<file path="src/rtl/modinv_pkg.sv">
`timescale 1ns/1ps
package modinv_pkg;

    // Control sequence of the inverter
    typedef enum logic [2:0] {
        ST_IDLE,   // waiting for a start request
        ST_CHECK,  // inspect divisor: finish, fail or divide
        ST_DIV,    // division in progress
        ST_MUL,    // quotient * coefficient in progress
        ST_FIX     // map signed coefficient into [0, p)
    } inv_state_e;

    // Remainder pair held by the iteration
    typedef struct packed {
        logic [63:0] older;
        logic [63:0] newer;
    } rem_pair_t;

    // Cycles of one full iteration for an N-bit datapath
    function automatic int iter_cycles(input int n);
        return 2 * n + 4;
    endfunction

endpackage

</file>
<file path="src/rtl/modinv_div.sv">
`timescale 1ns/1ps
// Restoring shift-subtract divider: N step cycles, then a one-cycle fin pulse.
module modinv_div #(
    parameter int N = 32
) (
    input  logic         clk,
    input  logic         rst,
    input  logic         go,
    input  logic [N-1:0] dividend,
    input  logic [N-1:0] divisor,
    output logic         fin,
    output logic [N-1:0] quot,
    output logic [N-1:0] rema
);
    localparam int CW = $clog2(N + 1);

    logic [CW-1:0] cnt_q;
    logic          run_q;
    logic [N-1:0]  quo_q, rem_q, dvs_q;
    logic [N:0]    shifted, diff;
    logic          take;

    always_comb begin
        shifted = {rem_q, quo_q[N-1]};
        diff    = shifted - {1'b0, dvs_q};
        take    = (shifted >= {1'b0, dvs_q});
    end

    always_ff @(posedge clk) begin
        if (rst) begin
            cnt_q <= '0;
            run_q <= 1'b0;
            fin   <= 1'b0;
            quo_q <= '0;
            rem_q <= '0;
            dvs_q <= '0;
        end else begin
            fin <= 1'b0;
            if (go) begin
                quo_q <= dividend;
                rem_q <= '0;
                dvs_q <= divisor;
                cnt_q <= CW'(N);
                run_q <= 1'b1;
            end else if (run_q) begin
                if (take) begin
                    rem_q <= diff[N-1:0];
                    quo_q <= {quo_q[N-2:0], 1'b1};
                end else begin
                    rem_q <= shifted[N-1:0];
                    quo_q <= {quo_q[N-2:0], 1'b0};
                end
                cnt_q <= cnt_q - CW'(1);
                if (cnt_q == CW'(1)) begin
                    run_q <= 1'b0;
                    fin   <= 1'b1;
                end
            end
        end
    end

    assign quot = quo_q;
    assign rema = rem_q;
endmodule

</file>
<file path="src/rtl/modinv_mul.sv">
`timescale 1ns/1ps
// Sequential shift-add multiplier: unsigned N-bit multiplier times an
// (N+1)-bit two's-complement multiplicand, product kept modulo 2^(N+1).
module modinv_mul #(
    parameter int N = 32
) (
    input  logic         clk,
    input  logic         rst,
    input  logic         go,
    input  logic [N-1:0] mplr,
    input  logic [N:0]   mcand,
    output logic         fin,
    output logic [N:0]   prod
);
    localparam int CW = $clog2(N + 1);

    logic [CW-1:0] cnt_q;
    logic          run_q;
    logic [N-1:0]  mp_q;
    logic [N:0]    mc_q, acc_q;

    always_ff @(posedge clk) begin
        if (rst) begin
            cnt_q <= '0;
            run_q <= 1'b0;
            fin   <= 1'b0;
            mp_q  <= '0;
            mc_q  <= '0;
            acc_q <= '0;
        end else begin
            fin <= 1'b0;
            if (go) begin
                mp_q  <= mplr;
                mc_q  <= mcand;
                acc_q <= '0;
                cnt_q <= CW'(N);
                run_q <= 1'b1;
            end else if (run_q) begin
                if (mp_q[0])
                    acc_q <= acc_q + mc_q;
                mc_q  <= {mc_q[N-1:0], 1'b0};
                mp_q  <= {1'b0, mp_q[N-1:1]};
                cnt_q <= cnt_q - CW'(1);
                if (cnt_q == CW'(1)) begin
                    run_q <= 1'b0;
                    fin   <= 1'b1;
                end
            end
        end
    end

    assign prod = acc_q;
endmodule

</file>
<file path="src/rtl/modinv_top.sv">
`timescale 1ns/1ps
module modinv_top #(
    parameter int N = 32
) (
    input  logic         clk,
    input  logic         rst,
    input  logic         start_i,
    input  logic [N-1:0] a_i,
    input  logic [N-1:0] p_i,
    output logic         busy_o,
    output logic         done_o,
    output logic         err_o,
    output logic [N-1:0] z_o
);
    import modinv_pkg::*;

    localparam int CW = N + 1;   // signed coefficient width

    inv_state_e    st_q;
    logic [N-1:0]  a_q, b_q, p_q, q_q;
    logic [CW-1:0] tp_q, tc_q;       // coefficient one-before-last, latest
    logic          busy_q, done_q, err_q, mul_go_q;
    logic [N-1:0]  z_q;

    logic          div_go, div_fin, mul_fin;
    logic [N-1:0]  div_quot, div_rem;
    logic [CW-1:0] mul_prod, tc_adj;
    logic          no_inverse, unit_divisor;

    always_comb begin
        no_inverse   = (p_q < N'(2)) || (b_q == '0);
        unit_divisor = (b_q == N'(1));
        div_go       = (st_q == ST_CHECK) && !no_inverse && !unit_divisor;
        tc_adj       = tc_q + {1'b0, p_q};
    end

    modinv_div #(.N(N)) div_i (
        .clk      (clk),
        .rst      (rst),
        .go       (div_go),
        .dividend (a_q),
        .divisor  (b_q),
        .fin      (div_fin),
        .quot     (div_quot),
        .rema     (div_rem)
    );

    modinv_mul #(.N(N)) mul_i (
        .clk   (clk),
        .rst   (rst),
        .go    (mul_go_q),
        .mplr  (q_q),
        .mcand (tc_q),
        .fin   (mul_fin),
        .prod  (mul_prod)
    );

    always_ff @(posedge clk) begin
        if (rst) begin
            st_q     <= ST_IDLE;
            a_q      <= '0;
            b_q      <= '0;
            p_q      <= '0;
            q_q      <= '0;
            tp_q     <= '0;
            tc_q     <= '0;
            busy_q   <= 1'b0;
            done_q   <= 1'b0;
            err_q    <= 1'b0;
            mul_go_q <= 1'b0;
            z_q      <= '0;
        end else begin
            done_q   <= 1'b0;
            mul_go_q <= 1'b0;
            unique case (st_q)
                ST_IDLE: begin
                    if (start_i) begin
                        a_q    <= p_i;
                        b_q    <= a_i;
                        p_q    <= p_i;
                        tp_q   <= '0;
                        tc_q   <= CW'(1);
                        busy_q <= 1'b1;
                        st_q   <= ST_CHECK;
                    end
                end
                ST_CHECK: begin
                    if (no_inverse) begin
                        z_q    <= '0;
                        err_q  <= 1'b1;
                        done_q <= 1'b1;
                        busy_q <= 1'b0;
                        st_q   <= ST_IDLE;
                    end else if (unit_divisor) begin
                        st_q <= ST_FIX;
                    end else begin
                        st_q <= ST_DIV;
                    end
                end
                ST_DIV: begin
                    if (div_fin) begin
                        q_q      <= div_quot;
                        a_q      <= b_q;
                        b_q      <= div_rem;
                        mul_go_q <= 1'b1;
                        st_q     <= ST_MUL;
                    end
                end
                ST_MUL: begin
                    if (mul_fin) begin
                        tp_q <= tc_q;
                        tc_q <= tp_q - mul_prod;
                        st_q <= ST_CHECK;
                    end
                end
                ST_FIX: begin
                    z_q    <= tc_q[N] ? tc_adj[N-1:0] : tc_q[N-1:0];
                    err_q  <= 1'b0;
                    done_q <= 1'b1;
                    busy_q <= 1'b0;
                    st_q   <= ST_IDLE;
                end
                default: st_q <= ST_IDLE;
            endcase
        end
    end

    assign busy_o = busy_q;
    assign done_o = done_q;
    assign err_o  = err_q;
    assign z_o    = z_q;
endmodule

</file>
<file path="config.mk">
export PLATFORM = sky130hd
export DESIGN_NAME = modinv_top
export DESIGN_NICKNAME = d
export VERILOG_FILES = /design/src/rtl/modinv_pkg.sv /design/src/rtl/modinv_div.sv /design/src/rtl/modinv_mul.sv /design/src/rtl/modinv_top.sv
export SDC_FILE = /design/constraint.sdc
export NUM_CORES = 1
export LEC_CHECK = 0
export BUFFER_PORTS_ARGS = -buffer_cell sky130_fd_sc_hd__buf_2
export CAP_MARGIN = 5
export CORE_AREA = 10 10 231 233
export DETAILED_ROUTE_END_ITERATION = 7
export DIE_AREA = 0 0 241 243
export PLACE_DENSITY = 0.7
export RECOVER_POWER = 100
export SLEW_MARGIN = 15
export SYNTH_ARGS = -nofsm -noshare
export SYNTH_HDL_FRONTEND = slang
export SYNTH_SLANG_ARGS = --single-unit
</file>
<file path="constraint.sdc">
create_clock -name clk -period 4.3 [get_ports clk]
set_input_delay 0.86 -clock clk [delete_from_list [all_inputs] [get_ports clk]]
set_output_delay 0.86 -clock clk [all_outputs]
set_load 0.02 [all_outputs]
</file>
* Word-level counts from Yosys, hierarchy flattened
Index checks and enable logic that the tools add are counted.
W data, S select, Z words.
** Operators by class
- Bitwise gates (word level) :: 3
- Mux-type cells :: 49
- Order comparisons :: 2
- $add $sub $neg :: 6
- Reduce and logical (&&, ||, !) cells :: 26
- Eq/ne operators :: 11
** Operators by type and width (count)
- $mux W32 :: 11
- $mux W33 :: 6
- $pmux W32 S2 :: 3
- $pmux W33 S2 :: 2
- $add A33 B33 Y33 :: 1
- $ge A33 B32 Y1 :: 1
- $sub A33 B33 Y33 :: 1
- $add A32 B32 Y32 :: 1
- $eq A32 B1 Y1 const B :: 1
- $logic_not A32 Y1 :: 1
- $lt A32 B2 Y1 const B :: 1
- $sub A32 B32 Y32 :: 1
- $mux W6 :: 4
- $mux W3 :: 5
- $mux W1 :: 14
- $eq A6 B1 Y1 const B :: 2
- $pmux W3 S4 :: 1
- $reduce_and A3 Y1 :: 4
- $sub A6 B1 Y6 const B :: 2
- $reduce_bool A2 Y1 :: 5
- $reduce_and A2 Y1 :: 4
- $eq A3 B2 Y1 const B :: 2
- $reduce_or A2 Y1 :: 3
- $reduce_or A3 Y1 :: 2
- other kinds (12) :: 19
** Word-level totals
- Logic and storage cells :: 123
- Bits of input ports :: 67
- Register bits after elaboration :: 443
- Output and inout port bits :: 35

* Depth between registers and ports, before layout
Gate-level depths: netlist of the first run.
- Word-level depth :: 6
- Mapped depth :: 14
- Depth with buffers taken out :: 13

* By module
Synthesis of the first run repeated with hierarchy kept, for this count alone.
** Second synthesis, totals
- Cells, all modules :: 3084
- Area total of the unflattened synthesis :: 24873.9 um^2
** Modules (own cells, without submodules)
- modinv_top :: cells an instance 1538, instances 1, area an instance 12398.1 um^2, seq. area each 4664.5 um^2
- modinv_div :: cells an instance 783, instances 1, area an instance 6374.9 um^2, seq. area each 2082.0 um^2
- modinv_mul :: cells an instance 763, instances 1, area an instance 6100.9 um^2, seq. area each 2122.0 um^2

* Least setup slack after synthesis of the first run
OpenSTA, ideal clock, no wires.
- Path type :: register to register
- Start :: reg tc_q[0]
- End :: reg z_q[28], in the netlist z_o[28]
- Required time :: 4.224 ns
- Library setup time :: 0.076 ns
- Arrival :: 2.746 ns
- Clock period less this slack :: 2.822 ns
- Buffers on the path :: 0
- Slack :: 1.478 ns
- Cell stages (with the launch flop) :: 13
- Cells stage by stage :: dfxtp_1 ha_1 inv_1 fa_1 nor2b_1 o2111ai_1 a31oi_1 a31o_2 nand4_1 a211o_1 o22ai_1 mux2_2 o22ai_1
** On the way
- Cells in the longest elaborated chain, start to end :: 3
** Ends and longest elaborated chain
- start, declared :: RTL line modinv_top.sv:21 : logic [CW-1:0] tp_q, tc_q;
- start signal, assigned :: RTL line modinv_top.sv:112 : tc_q <= tp_q - mul_prod;
- $add A32 B32 Y32 :: RTL line modinv_top.sv:34 : tc_adj = tc_q + {1'b0, p_q};
- $mux W32 :: RTL line modinv_top.sv:117 : z_q <= tc_q[N] ? tc_adj[N-1:0] : tc_q[N-1:0];
- $pmux W32 S2 :: RTL line modinv_top.sv:75 : unique case (st_q)
- end signal, assigned :: RTL line modinv_top.sv:117
- end, declared :: RTL line modinv_top.sv:23 : logic [N-1:0] z_q;
Every way passes these cells.
A chain may end at the register's enable or synchronous reset.

* Worst setup path after layout of the first run
- Start :: reg b_q[31]
- End :: reg z_q[31], in the netlist z_o[31]
** On the way
- Cells in the longest elaborated chain, start to end :: 4
** Ends and longest elaborated chain
- start, declared :: RTL line modinv_top.sv:20 : logic [N-1:0] a_q, b_q, p_q, q_q;
- start signal, assigned :: RTL line modinv_top.sv:79 : b_q <= a_i;
- start signal, assigned :: RTL line modinv_top.sv:104 : b_q <= div_rem;
- $logic_not A32 Y1 :: RTL line modinv_top.sv:31 : no_inverse = (p_q < N'(2)) || (b_q == '0);
- $logic_or A1 B1 Y1 :: RTL line modinv_top.sv:31
- $ne A2 B2 Y1 (no line)
- $reduce_and A2 Y1 (no line)
Every way passes these cells.

==> flow_summary.ini, run 1 <==
[run_status]
outcome = finished with violations
failed_checks = max-capacitance violations, max-slew violations

[sta]
hold_viol = 0
whs_ns = 0.455
finalCriticalPeriod_ns = 3.69
slew_headroom = -0.812
setup_viol = 0
tightest_slew_ns = 2.72
rsz0062_at_grt = no
setup-tns-final_ns = 0
finClkSkew_ns = 0.0287
fmax_mhz = 271
slew_viol_final = 358
min_period_over_period = 0.859
setup_ws_ns = 0.605

[cts]
cts_buffers = 48
cts.sinks = 443
cts_resized = 0
cts_tree = yes
clk_transition_reported_paths_ns = 0.06
clockBufferDepth = 3
htreeDepth = 2
postCtsHoldBufs = 0
clk_latency_ns = 0.60
postCtsSetupBuffers = 0
root_buffer = clkbuf_16

[routing]
antenna_left = 0
viasPerCell = 5.87
wl_per_cell_um = 18.9
routed_wl_um = 68100
drc_errors = 0
drt_iter0_markers = 1617
dr.pass1.iters = 5
vias = 21126

[setup_path]
crit_fanout = 17
cp_common_cell = nor4_1
cp.required_ns = 4.79
path_cells = nor4_1 -> nand4_1 -> nor4_1 -> o211ai_1 -> clkbuf_1 -> and2_0 -> nor2b_1 -> a211o_1
cp-start-kind = register
critical_path_class = register to register
crit_path_top_delay_cell = and2_0
cp.arrival_ns = 4.18
slowest_delay_ns = 0.68
cp-end-kind = register

[placed_design]
hpwl_um = 48700
io_buffers = 101
dp.cells = 3506
pre_cts_ws_ns = 1.06
place_congestion = 0.906

[pwr]
pwr-share-clk = 0.391
switching_share = 0.302
p_leak_nw = 10.3
irDropWorstVdd_uv = 337
switching_power_mw = 3.58
pwr-share-comb = 0.221
p_int_mw = 8.29
seqPwrFrac = 0.387
p_per_area_nw_per_um2 = 445

[yosys]
synthCells = 2938
ys_seq_elements = 443
ys_seq_area_frac = 0.367
synth_edf_count = 0
syn-num-nets = 3140
syn_avg_cell_area_sq_um = 8.22
synth_warnings = 0
ys_async_sr_fraction = 0
ys_types = 87
syn_area_sq_um = 24100
synthFlopType = dfxtp_1

[layout]
mostFrequentLayoutCells = dfxtp_1, nor2_1, nand2_1, a21oi_1, mux2i_1
ff_latch_area_sq_um = 8880
layout.cells.non_filler = 3596
drive_gt1_frac = 0.0703
final_common_cell = dfxtp_1
n_fill_cell = 4440
syn_to_final_growth_pct = 10.4
final_nets = 3136
multi_input_area_sq_um = 14200

[floorplanning]
dieArea_sq_um = 58600
start_util = 0.496
rows = 81
die_h_um = 243
dieWidth_um = 241
core-area_sq_um = 48600
io_pins = 102

[grt]
antenna_found_initial = 0
grt_max_degree = 163
grt_pass1_wl_um = 108000
grt_pass1_vias = 19991
grt_util_all_layers = 0.224
overflow = 0

[job]
maxCapViolCount = 5

[worst_hold_path]
worstHoldPathType = register to register
-- final cells by class --
cell class              count  share of cell area
diodes                      1           0.0000939
clock buffers              64              0.0511
clock inverters            25              0.0154
inverters                  99              0.0139
multi-input cells        2213               0.531
flip-flops and latches    443               0.333
well taps                 622              0.0292
repair buffers            129              0.0255
-- sequential cells by signal, indices dropped and copies added (netlist names), 33 cells and up --
name and cells:
mul_i.mc_q 33, mul_i.prod 33, tc_q 33, tp_q 33
-- power by group through the flow --
stage	clock [mW]	sequential [mW]	combinational, mW
floorplan	0	4.56	2.15
global placement	0	4.67	2.60
detailed placement	0	4.68	2.63
CTS	4.72	4.59	2.64
global route	4.87	4.63	2.86
finish	4.65	4.60	2.63
-- critical path, delay by kind of cell (launching register included) --
kind                   cells  cell delay (ns)
AOI/OAI and AO/OA          2             0.51
buffers and inverters      1             0.51
DFF                        1             0.37
and+or+nand+nor            5             2.18
-- cell usage after synthesis (all sizes together), types with 13 or more instances --
| cell | count | area (sq um) |
|---|---|---|
| dfxtp | 443 | 8870 |
| nor2 | 390 | 1460 |
| a21oi | 316 | 1590 |
| nand2 | 316 | 1190 |
| mux2i | 193 | 1930 |
| clkbuf | 149 | 589 |
| a211oi | 131 | 993 |
| ha | 131 | 1640 |
| inv | 99 | 372 |
| o21ai | 94 | 474 |
| xnor2 | 74 | 648 |
| a21o | 66 | 499 |
| a22oi | 56 | 420 |
| xor2 | 41 | 359 |
| buf | 34 | 169 |
| nor3 | 34 | 175 |
| nand3 | 32 | 165 |
| o21a | 31 | 233 |
| a31oi | 28 | 181 |
| and3 | 21 | 133 |
| nand2b | 20 | 125 |
| a22o | 18 | 158 |
| nand4 | 18 | 113 |
| nor2b | 18 | 113 |
| nor4 | 18 | 113 |
| and2 | 15 | 93.8 |
| o211ai | 13 | 103 |
| o21bai | 13 | 97.6 |
| o22ai | 13 | 87.6 |
-- routing by layer --
layer | vias to the layer above | GRT usage | share of wire
li1 | 10416 | - | -
met1 | 9976 | 0.298 | 0.45
met5 | - | 0 | 0
met3 | 133 | 0.0308 | 0.056
met4 | 0 | 0.0842 | 0.034
met2 | 601 | 0.361 | 0.46
-- through the flow --
step           utilization  area [sq um]  total power [mW]
3_3_place_gp         0.514         25000              7.27
6_report             0.548         26600              11.9
5_1_grt              0.548         26600              12.4
3_5_place_dp         0.514         25000              7.31
4_1_cts              0.550         26800              12.0
2_1_floorplan            -         24100              6.71
-- cells by family after synthesis --
logic type               Yosys count  synth area share
adder cells (fa/ha/maj)          135            0.0712
flip-flops                       443             0.367
multiplexers                     199            0.0828
buffers and inverters            282            0.0468
AND/OR/NAND/NOR                  921             0.165
AO/OA/AOI/OAI                    843             0.225
XOR/XNOR                         115            0.0417
-- worst paths after layout --
path | depth (start not counted) | end | slack (ns) | start
setup reg to reg | 8 | z_o[31] | 0.61 | b_q[31]
hold reg to reg | 2 | q_q[1] | 0.45 | q_q[1]
setup / recovery | 8 | z_o[31] | 0.61 | b_q[31]
hold / removal | 2 | q_q[1] | 0.45 | q_q[1]
No activity file was read; power rests on OpenSTA's default activity.
==> run 2, diff against run 1 <==
==> constraint.sdc (replaced) <==
create_clock -name clk -period 4.7 [get_ports clk]
set_input_delay 0.94 -clock clk [delete_from_list [all_inputs] [get_ports clk]]
set_output_delay 0.94 -clock clk [all_outputs]
set_load 0.02 [all_outputs]
==> flow_summary.ini, run 2 (synthesis gave the netlist of run 1 again) <==
[routing]
vias = 21096
wl_per_cell_um = 18.5
viasPerCell = 5.87
drc_errors = 0
antenna_left = 0
drt_iter0_markers = 1623
dr.pass1.iters = 7
routed_wl_um = 66600

[sta]
finClkSkew_ns = 0.0206
slew_headroom = -0.781
min_period_over_period = 0.835
whs_ns = 0.454
hold_viol = 0
setup-tns-final_ns = 0
setup_viol = 0
finalCriticalPeriod_ns = 3.92
tightest_slew_ns = 2.67
slew_viol_final = 217
rsz0062_at_grt = no
fmax_mhz = 255

[pwr]
p_leak_nw = 10.3
irDropWorstVdd_uv = 418
p_per_area_nw_per_um2 = 398

[cts]
postCtsHoldBufs = 0
cts_tree = yes
root_buffer = clkbuf_16
cts.sinks = 443
postCtsSetupBuffers = 0
htreeDepth = 2
clockBufferDepth = 3
clk_latency_ns = 0.60
cts_resized = 0
clk_transition_reported_paths_ns = 0.06
cts_buffers = 49

[grt]
grt_max_degree = 135
antenna_found_initial = 0
grt_pass1_wl_um = 107000
grt_pass1_vias = 20350
grt_util_all_layers = 0.222
overflow = 0

[setup_path]
crit_path_top_delay_cell = clkbuf_2
slowest_delay_ns = 1.82
cp-end-kind = register
path_delay_family = buffers and inverters
crit_fanout = 113
cp-start-kind = input pin
path_buf_inv = 2
cp.arrival_ns = 4.36
cp_common_cell = clkbuf_2
critical_path_class = input pin to register
cp.required_ns = 5.14
path_cells = clkbuf_2 -> clkbuf_2 -> nand4b_1 -> o31ai_1

[placed_design]
io_buffers = 101
hpwl_um = 47900
placed_area_sq_um = 25000
place_congestion = 0.932

[floorplanning]
dieWidth_um = 241
start_util = 0.496
io_pins = 102
core-area_sq_um = 48600
dieArea_sq_um = 58600
rows = 81
die_h_um = 243

[job]
maxCapViolCount = 2

[layout]
n_fill_cell = 4508
final_common_cell = dfxtp_1
syn_to_final_growth_pct = 10.0
mostFrequentLayoutCells = dfxtp_1, nor2_1, a21oi_1
fin_util = 0.546
drive_gt1_frac = 0.0730
design_area_sq_um = 26600
final_nets = 3136

[worst_hold_path]
worstHoldPathType = register to register

[run_status]
outcome = finished with violations
failed_checks = max-capacitance violations, max-slew violations
-- run 2: cell types whose count changed in the layout (fill, tap and decap cells not counted), moves of 3 or more --
cell,before,now
o21ai_0,80,73
o21ai_1,13,20
bufinv_16,10,4
clkbuf_1,49,43
buf_4,18,22
clkbuf_2,0,3
clkbuf_8,8,11
-- run 2: final cells by class --
class                   count  area, sq um  area share
inverters                  99          372      0.0140
flip-flops and latches    443         8880       0.334
diodes                      1         2.50   0.0000942
repair buffers            128          664      0.0250
multi-input cells        2213        14200       0.533
clock buffers              66         1400      0.0527
well taps                 622          778      0.0293
clock inverters            24          299      0.0113
-- run 2: path summary, 6_finish.rpt --
check	start	to	slack, ns	depth (start not counted)
setup / recovery	rst	z_o[12]	0.78	4
hold / removal	q_q[18]	q_q[18]	0.45	2
setup reg to reg	div_i.dvs_q[21]	div_i.rema[14]	0.86	12
hold reg to reg	q_q[18]	q_q[18]	0.45	2
-- run 2: where the power goes --
part / switching (mW) / internal [mW] / total (mW)
Clock: 1.65 / 2.33 / 3.98
Sequential: 0.228 / 3.97 / 4.20
Combinational: 1.38 / 1.01 / 2.39
Total: 3.26 / 7.31 / 10.6
-- run 2: metrics by stage --
step                instances  total power, mW  setup WS, ns
floorplan                2938             6.14          1.88
global placement         3505             6.62          1.49
detailed placement       3505             6.67          1.34
CTS                      3595             10.7          1.29
global route             3595             11.1         0.543
finish                   3596             10.6         0.776
-- run 2: worst min-delay path, cell delays in order, from the launching register on --
cell and delay [ns]:
dfxtp_1 0.31, nand2_1 0.05, a21oi_1 0.05
-- run 2: metal layers --
layer / routed length [um] / GRT usage / share of wire / up-vias
met3: 4010 / 0.0350 / 0.060 / 126
li1: - / - / - / 10449
met4: 2150 / 0.0790 / 0.032 / 0
met1: 29800 / 0.292 / 0.45 / 9908
met5: 0 / 0 / 0 / -
met2: 30700 / 0.360 / 0.46 / 613
